$ cat config.mk
export PLATFORM = sky130hd
export DESIGN_NAME = chan_synth_divider
export DESIGN_NICKNAME = d
export VERILOG_FILES = /design/src/rtl/chan_synth_pkg.sv /design/src/rtl/tick_divider.sv /design/src/rtl/chan_ratio_table.sv /design/src/rtl/prog_divider.sv /design/src/rtl/phase_comparator.sv /design/src/rtl/lock_detector.sv /design/src/rtl/chan_synth_divider.sv
export SDC_FILE = /design/constraint.sdc
export NUM_CORES = 1
export LEC_CHECK = 0
export BUFFER_PORTS_ARGS = -buffer_cell sky130_fd_sc_hd__buf_2
export CORE_MARGIN = 3
export CORE_UTILIZATION = 40
export CTS_BUF_LIST = sky130_fd_sc_hd__clkbuf_4
export DETAILED_ROUTE_END_ITERATION = 12
export HOLD_SLACK_MARGIN = 0.1
export SYNTH_ARGS = -nofsm -noshare
export SYNTH_HDL_FRONTEND = slang
export SYNTH_SLANG_ARGS = --single-unit
$ cat constraint.sdc
create_clock -name clk -period 1.8 [get_ports clk]
set_input_delay 0.18 -clock clk [delete_from_list [all_inputs] [get_ports clk]]
set_output_delay 0.18 -clock clk [all_outputs]
set_load 0.1 [all_outputs]
$ cat src/rtl/chan_synth_pkg.sv
package chan_synth_pkg;

  // Bound a raw channel ratio to the legal programmable range.
  function automatic int clamp_ratio(int raw, int lo, int hi);
    if (raw < lo) return lo;
    if (raw > hi) return hi;
    return raw;
  endfunction

  function automatic bit ratio_outside(int raw, int lo, int hi);
    return (raw < lo) || (raw > hi);
  endfunction

endpackage

$ cat src/rtl/tick_divider.sv
module tick_divider #(
  parameter int DIV = 1536
) (
  input  logic clk,
  input  logic rst_n,
  input  logic tick_in,
  output logic tick_out
);
  localparam int W = $clog2(DIV + 1);

  logic [W-1:0] cnt_q, cnt_d;
  logic         wrap;

  assign wrap     = (cnt_q == W'(DIV - 1));
  assign tick_out = tick_in & wrap;

  always_comb begin
    cnt_d = cnt_q;
    if (tick_in) cnt_d = wrap ? '0 : cnt_q + 1'b1;
  end

  always_ff @(posedge clk or negedge rst_n) begin
    if (!rst_n)       cnt_q <= '0;
    else if (tick_in) cnt_q <= cnt_d;
  end
endmodule

$ cat src/rtl/chan_ratio_table.sv
module chan_ratio_table
  import chan_synth_pkg::*;
#(
  parameter int CHAN_BITS  = 4,
  parameter int RATIO_MIN  = 256,
  parameter int RATIO_MAX  = 8191,
  parameter int RATIO_BASE = 5360,
  parameter int RATIO_STEP = 2,
  parameter int RW         = 13
) (
  input  logic [CHAN_BITS-1:0] chan_sel,
  output logic [RW-1:0]        ratio,
  output logic                 outside
);
  localparam int CHANS = 1 << CHAN_BITS;

  logic [RW-1:0]    ratio_rom [CHANS];
  logic [CHANS-1:0] outside_vec;

  for (genvar c = 0; c < CHANS; c++) begin : g_chan
    localparam int RAW = RATIO_BASE + RATIO_STEP * c;
    assign ratio_rom[c]   = RW'(clamp_ratio(RAW, RATIO_MIN, RATIO_MAX));
    assign outside_vec[c] = ratio_outside(RAW, RATIO_MIN, RATIO_MAX);
  end

  assign ratio   = ratio_rom[chan_sel];
  assign outside = outside_vec[chan_sel];
endmodule

$ cat src/rtl/prog_divider.sv
module prog_divider #(
  parameter int RW         = 13,
  parameter int BOOT_RATIO = 5360
) (
  input  logic          clk,
  input  logic          rst_n,
  input  logic          tick_in,
  input  logic          load,
  input  logic [RW-1:0] load_ratio,
  output logic          tick_out
);
  logic [RW-1:0] cnt_q, cnt_d;
  logic [RW-1:0] ratio_q, ratio_d;
  logic [RW-1:0] pend_q, pend_d;
  logic          pend_v_q, pend_v_d;
  logic          at_end;

  assign at_end   = (cnt_q == ratio_q - 1'b1);
  assign tick_out = tick_in & at_end;

  always_comb begin
    cnt_d    = cnt_q;
    ratio_d  = ratio_q;
    pend_d   = pend_q;
    pend_v_d = pend_v_q;
    if (tick_in) begin
      if (at_end) begin
        cnt_d = '0;
        // A waiting ratio is adopted only at the cycle boundary.
        if (pend_v_q) begin
          ratio_d  = pend_q;
          pend_v_d = 1'b0;
        end
      end else begin
        cnt_d = cnt_q + 1'b1;
      end
    end
    if (load) begin
      pend_d   = load_ratio;
      pend_v_d = 1'b1;
    end
  end

  always_ff @(posedge clk or negedge rst_n) begin
    if (!rst_n) begin
      cnt_q    <= '0;
      ratio_q  <= RW'(BOOT_RATIO);
      pend_q   <= RW'(BOOT_RATIO);
      pend_v_q <= 1'b0;
    end else begin
      if (tick_in) cnt_q <= cnt_d;
      ratio_q  <= ratio_d;
      pend_q   <= pend_d;
      pend_v_q <= pend_v_d;
    end
  end
endmodule

$ cat src/rtl/phase_comparator.sv
module phase_comparator (
  input  logic clk,
  input  logic rst_n,
  input  logic ref_ev,
  input  logic fb_ev,
  output logic up,
  output logic dn
);
  logic up_q, up_d, dn_q, dn_d, both;

  assign both = up_q & dn_q;

  always_comb begin
    if (both) begin
      up_d = 1'b0;
      dn_d = 1'b0;
    end else begin
      up_d = up_q | ref_ev;
      dn_d = dn_q | fb_ev;
    end
  end

  always_ff @(posedge clk or negedge rst_n) begin
    if (!rst_n) begin
      up_q <= 1'b0;
      dn_q <= 1'b0;
    end else begin
      up_q <= up_d;
      dn_q <= dn_d;
    end
  end

  assign up = up_q;
  assign dn = dn_q;
endmodule

$ cat src/rtl/lock_detector.sv
module lock_detector #(
  parameter int LOCK_RUNS  = 16,
  parameter int SLIP_LIMIT = 8
) (
  input  logic clk,
  input  logic rst_n,
  input  logic up,
  input  logic dn,
  input  logic clear,
  output logic locked
);
  localparam int SW = $clog2(SLIP_LIMIT + 1);
  localparam int LW = $clog2(LOCK_RUNS + 1);

  logic [SW-1:0] slip_q, slip_d;
  logic [LW-1:0] run_q, run_d;
  logic          both, one;

  assign both = up & dn;
  assign one  = up ^ dn;

  always_comb begin
    slip_d = slip_q;
    run_d  = run_q;
    if (both) begin
      slip_d = '0;
      if (slip_q < SW'(SLIP_LIMIT))
        run_d = (run_q == LW'(LOCK_RUNS)) ? run_q : run_q + 1'b1;
      else
        run_d = '0;
    end else if (one && (slip_q < SW'(SLIP_LIMIT))) begin
      slip_d = slip_q + 1'b1;
    end
    if (clear) run_d = '0;
  end

  always_ff @(posedge clk or negedge rst_n) begin
    if (!rst_n) begin
      slip_q <= '0;
      run_q  <= '0;
    end else begin
      slip_q <= slip_d;
      run_q  <= run_d;
    end
  end

  assign locked = (run_q == LW'(LOCK_RUNS));
endmodule

$ cat src/rtl/chan_synth_divider.sv
module chan_synth_divider
  import chan_synth_pkg::*;
#(
  parameter int REF_DIV    = 1536,
  parameter int PRE_DIV    = 64,
  parameter int RATIO_MIN  = 256,
  parameter int RATIO_MAX  = 8191,
  parameter int CHAN_BITS  = 4,
  parameter int RATIO_BASE = 5360,
  parameter int RATIO_STEP = 2,
  parameter int LOCK_RUNS  = 16,
  parameter int SLIP_LIMIT = 8
) (
  input  logic                 clk,
  input  logic                 rst_n,
  input  logic                 ref_tick,
  input  logic                 fb_tick,
  input  logic [CHAN_BITS-1:0] chan_sel,
  input  logic                 chan_load,
  output logic                 ref_pulse,
  output logic                 fb_pulse,
  output logic                 pump_up,
  output logic                 pump_dn,
  output logic                 locked,
  output logic                 range_err
);
  localparam int RW         = $clog2(RATIO_MAX + 1);
  localparam int BOOT_RATIO = clamp_ratio(RATIO_BASE, RATIO_MIN, RATIO_MAX);

  // Reset: asserted asynchronously, released on the clock.
  logic [1:0] rst_pipe;
  logic       rst_core_n;

  always_ff @(posedge clk or negedge rst_n) begin
    if (!rst_n) rst_pipe <= '0;
    else        rst_pipe <= {rst_pipe[0], 1'b1};
  end
  assign rst_core_n = rst_pipe[1];

  logic          pre_ev;
  logic [RW-1:0] sel_ratio;
  logic          sel_outside;
  logic          err_q, err_d;

  tick_divider #(.DIV(REF_DIV)) u_ref_div (
    .clk(clk), .rst_n(rst_core_n), .tick_in(ref_tick), .tick_out(ref_pulse)
  );

  tick_divider #(.DIV(PRE_DIV)) u_prescale (
    .clk(clk), .rst_n(rst_core_n), .tick_in(fb_tick), .tick_out(pre_ev)
  );

  chan_ratio_table #(
    .CHAN_BITS(CHAN_BITS), .RATIO_MIN(RATIO_MIN), .RATIO_MAX(RATIO_MAX),
    .RATIO_BASE(RATIO_BASE), .RATIO_STEP(RATIO_STEP), .RW(RW)
  ) u_table (
    .chan_sel(chan_sel), .ratio(sel_ratio), .outside(sel_outside)
  );

  prog_divider #(.RW(RW), .BOOT_RATIO(BOOT_RATIO)) u_prog (
    .clk(clk), .rst_n(rst_core_n), .tick_in(pre_ev), .load(chan_load),
    .load_ratio(sel_ratio), .tick_out(fb_pulse)
  );

  phase_comparator u_pfd (
    .clk(clk), .rst_n(rst_core_n), .ref_ev(ref_pulse), .fb_ev(fb_pulse),
    .up(pump_up), .dn(pump_dn)
  );

  lock_detector #(.LOCK_RUNS(LOCK_RUNS), .SLIP_LIMIT(SLIP_LIMIT)) u_lock (
    .clk(clk), .rst_n(rst_core_n), .up(pump_up), .dn(pump_dn),
    .clear(chan_load), .locked(locked)
  );

  always_comb begin
    err_d = err_q;
    if (chan_load) err_d = sel_outside;
  end

  always_ff @(posedge clk or negedge rst_core_n) begin
    if (!rst_core_n) err_q <= 1'b0;
    else             err_q <= err_d;
  end

  assign range_err = err_q;
endmodule

==> results.ini <==
[global_route]
grt_max_degree=54
grt_usage_pct=14.7
first_global_vias=2174
grt_pass1_wl_um=10000
grt.overflow.total=0
antenna_found_initial=0

[floorplan]
rows=29
start_util_pct=42.8
die_w_um=89.8
die_area_um2=8070
top_level_ports=15
coreArea_um2=6570
dieHeight_um=89.8

[sta]
finalClockSkew_ps=19.7
tns_ps=-9920
rsz0062_at_grt=yes
final_hold_viol_count=0
fmax_ghz=0.389
fin_crit_sh_pct=143
fin_ws_ps=-769
setup_viol=21
post-route-min-period_ps=2570
slew_viol_final=0

[logic_synthesis]
synth_ff_type=dfrtp_1
synth_area_per_cell_um2=10.5
yosysSeqAreaShare_pct=49.1
synth_fp_nets=286
synthArstFlopShare_pct=100
synth_warnings=0
netlist_area_um2=2810
synth-edff-count=0
syn_inst=268
synth.distinct_cells=48
ys_ff_latch=55

[routing]
wl_per_cell_um=13.4
wirelength_um=5950
vias_per_cell=5.00
dr.pass1.iters=4
drc=0
drtIter0Drc=113
postRouteAntennaNets=0
vias=2224

[placed_design]
port_buffers=13
hpwl_um=4060
dp.cells=404
gp_congestion=0.839
dp_slack_ps=-394

[critical_path]
cp-start-kind=register
path_cells=nor3_2 > ha_2 > xnor2_2 > nor4_4 > buf_4 > nand4_4 > nor2_4 > buf_12
arrival_ps=2390
critPathMaxStageDelay_ps=440
crit_type=reg2out
crit_required_ps=1620
critPathCaptureType=primary output
cpMaxStageDelayCell=dfrtp_1
cp_max_fo=2

[final_layout]
drive_gt1_share_pct=36.9
fin_nets=369
mostFrequentLayoutCell=buf_4
syn_to_final_growth_pct=38.1
num_antenna_cells=0
fin_cells=445
layout_common_cells=54 x buf_4, 52 x dfrtp_1, 21 x nand2_1

[clocking]
tritoncts=done
path_clk_slew_ps=180
cts_root_buf=clkbuf_4
clock_sinks=55
htreeDepth=2
numCtsBuffers=5
clockBufferDepth=2
insertion_delay_ps=400

[flow_run]
max_cap_violations=0

[status]
outcome=finished with violations
violations=negative setup slack

[power_and_ir_drop]
ir_drop_uv=575
power_w=0.00287
p_leak_nw=1.79
pwr_density_cell_nw_per_um2=741

[hold_path]
worstHoldPathType=in2reg

==> worst max-delay path: cells and delay by family, from the launching register on <==
| family | cells | cell delay [ps] |
|---|---|---|
| fa+ha+maj | 1 | 320 |
| xor+xnor | 1 | 150 |
| simple gates | 4 | 730 |
| buf+inv | 2 | 340 |
| flops | 1 | 440 |
==> flip-flops by register name (all words and copies together) (netlist names) <==
register	flops
u_lock.slip_q	4
u_prog.pend_v_q	1
u_pfd.dn	1
u_lock.run_q	5
u_ref_div.cnt_q	11
rst_pipe	2
u_prescale.cnt_q	7
u_prog.cnt_q	13
u_prog.pend_q	5
u_prog.ratio_q	5
u_pfd.up	1
==> routing by layer <==
metal,up-vias,share of wire (%),track usage [%]
met3,7,3.4,2.59
met5,-,0,0
met1,1070,48,20.5
met4,0,0.81,2.81
met2,35,47,24.4
li1,1112,-,-
==> synth_stat cells (all sizes together), types with 2 or more instances <==
cell type	count	area share, %
ha	9	4.0
a21oi	7	1.2
nor2b	5	1.1
mux2i	4	1.4
nor2	20	2.8
xnor2	15	4.7
nand4b	3	0.94
inv	11	1.5
buf	4	0.80
and3	4	0.89
nand3	23	4.5
mux2	10	4.5
nor3	9	2.0
nand2	23	3.1
or3	2	0.45
nand4	9	2.2
conb	2	0.27
dfstp	2	1.9
nor3b	2	0.53
and4	3	1.0
nand3b	2	0.53
dfrtp	53	47
xor2	11	3.4
clkbuf	3	0.40
o21ai	14	2.5
or4	3	0.80
==> area by class of cell <==
| cell class | instances | area [um^2] |
|---|---|---|
| Multi-Input combinational cell | 195 | 1540 |
| Timing Repair Buffer | 83 | 692 |
| Clock inverter | 3 | 71.3 |
| Fill cell | 549 | 2690 |
| Inverter | 11 | 41.3 |
| Clock buffer | 5 | 37.5 |
| Sequential cell | 55 | 1380 |
| Tap cell | 93 | 116 |
==> worst paths after layout <==
path / from / to / slack (ps) / cells past startpoint
max in group asynchronous: rst_n / rst_pipe[1] / 1060 / 3
min: chan_load / u_prog.pend_q[7] / 130 / 2
min reg2reg: rst_pipe[1] / u_ref_div.cnt_q[10] / 250 / 1
max reg2reg: u_prog.ratio_q[3] / u_prog.cnt_q[3] / -580 / 10
min in group asynchronous: rst_pipe[1] / u_ref_div.cnt_q[10] / 250 / 1
max: u_prog.ratio_q[3] / fb_pulse / -770 / 8
==> where the power goes <==
| part | internal [W] | switching, W |
|---|---|---|
| clock network | 0.000442 | 0.000418 |
| logic | 0.000292 | 0.000222 |
| registers | 0.00138 | 0.000121 |
==> cells by family after synthesis <==
family,after synthesis,synth area share [%]
AO/OA/AOI/OAI,30,6.59
buffers and inverters,18,2.67
other,2,0.267
AND/OR/NAND/NOR,114,23.3
XOR/XNOR,26,8.10
adder cells (fa/ha/maj),9,4.01
flip-flops,55,49.1
multiplexers,14,5.97
==> stage by stage <==
step | instance area [um^2] | hold slack, ps | utilization (%)
after global routing | 3880 | 132 | 59.1
after CTS | 3740 | 133 | 56.9
after detailed placement | 3370 | -33.4 | 51.3
after global placement | 3370 | -35.4 | 51.3
final | 3880 | 134 | 59.1
after floorplan | 2890 | -116 | -
==> timing repair <==
item / 4_1_cts / 5_1_grt
hold buffers: 10 / 0
setup endpoints to repair: 23 / 24
pin swaps: 6 / 12
gates cloned: 0 / 0
setup buffers: 13 / 11
endpoints found under the hold margin: 13 / 0
resized for setup: 15 / 13
Power figures use the tool's default switching activity.
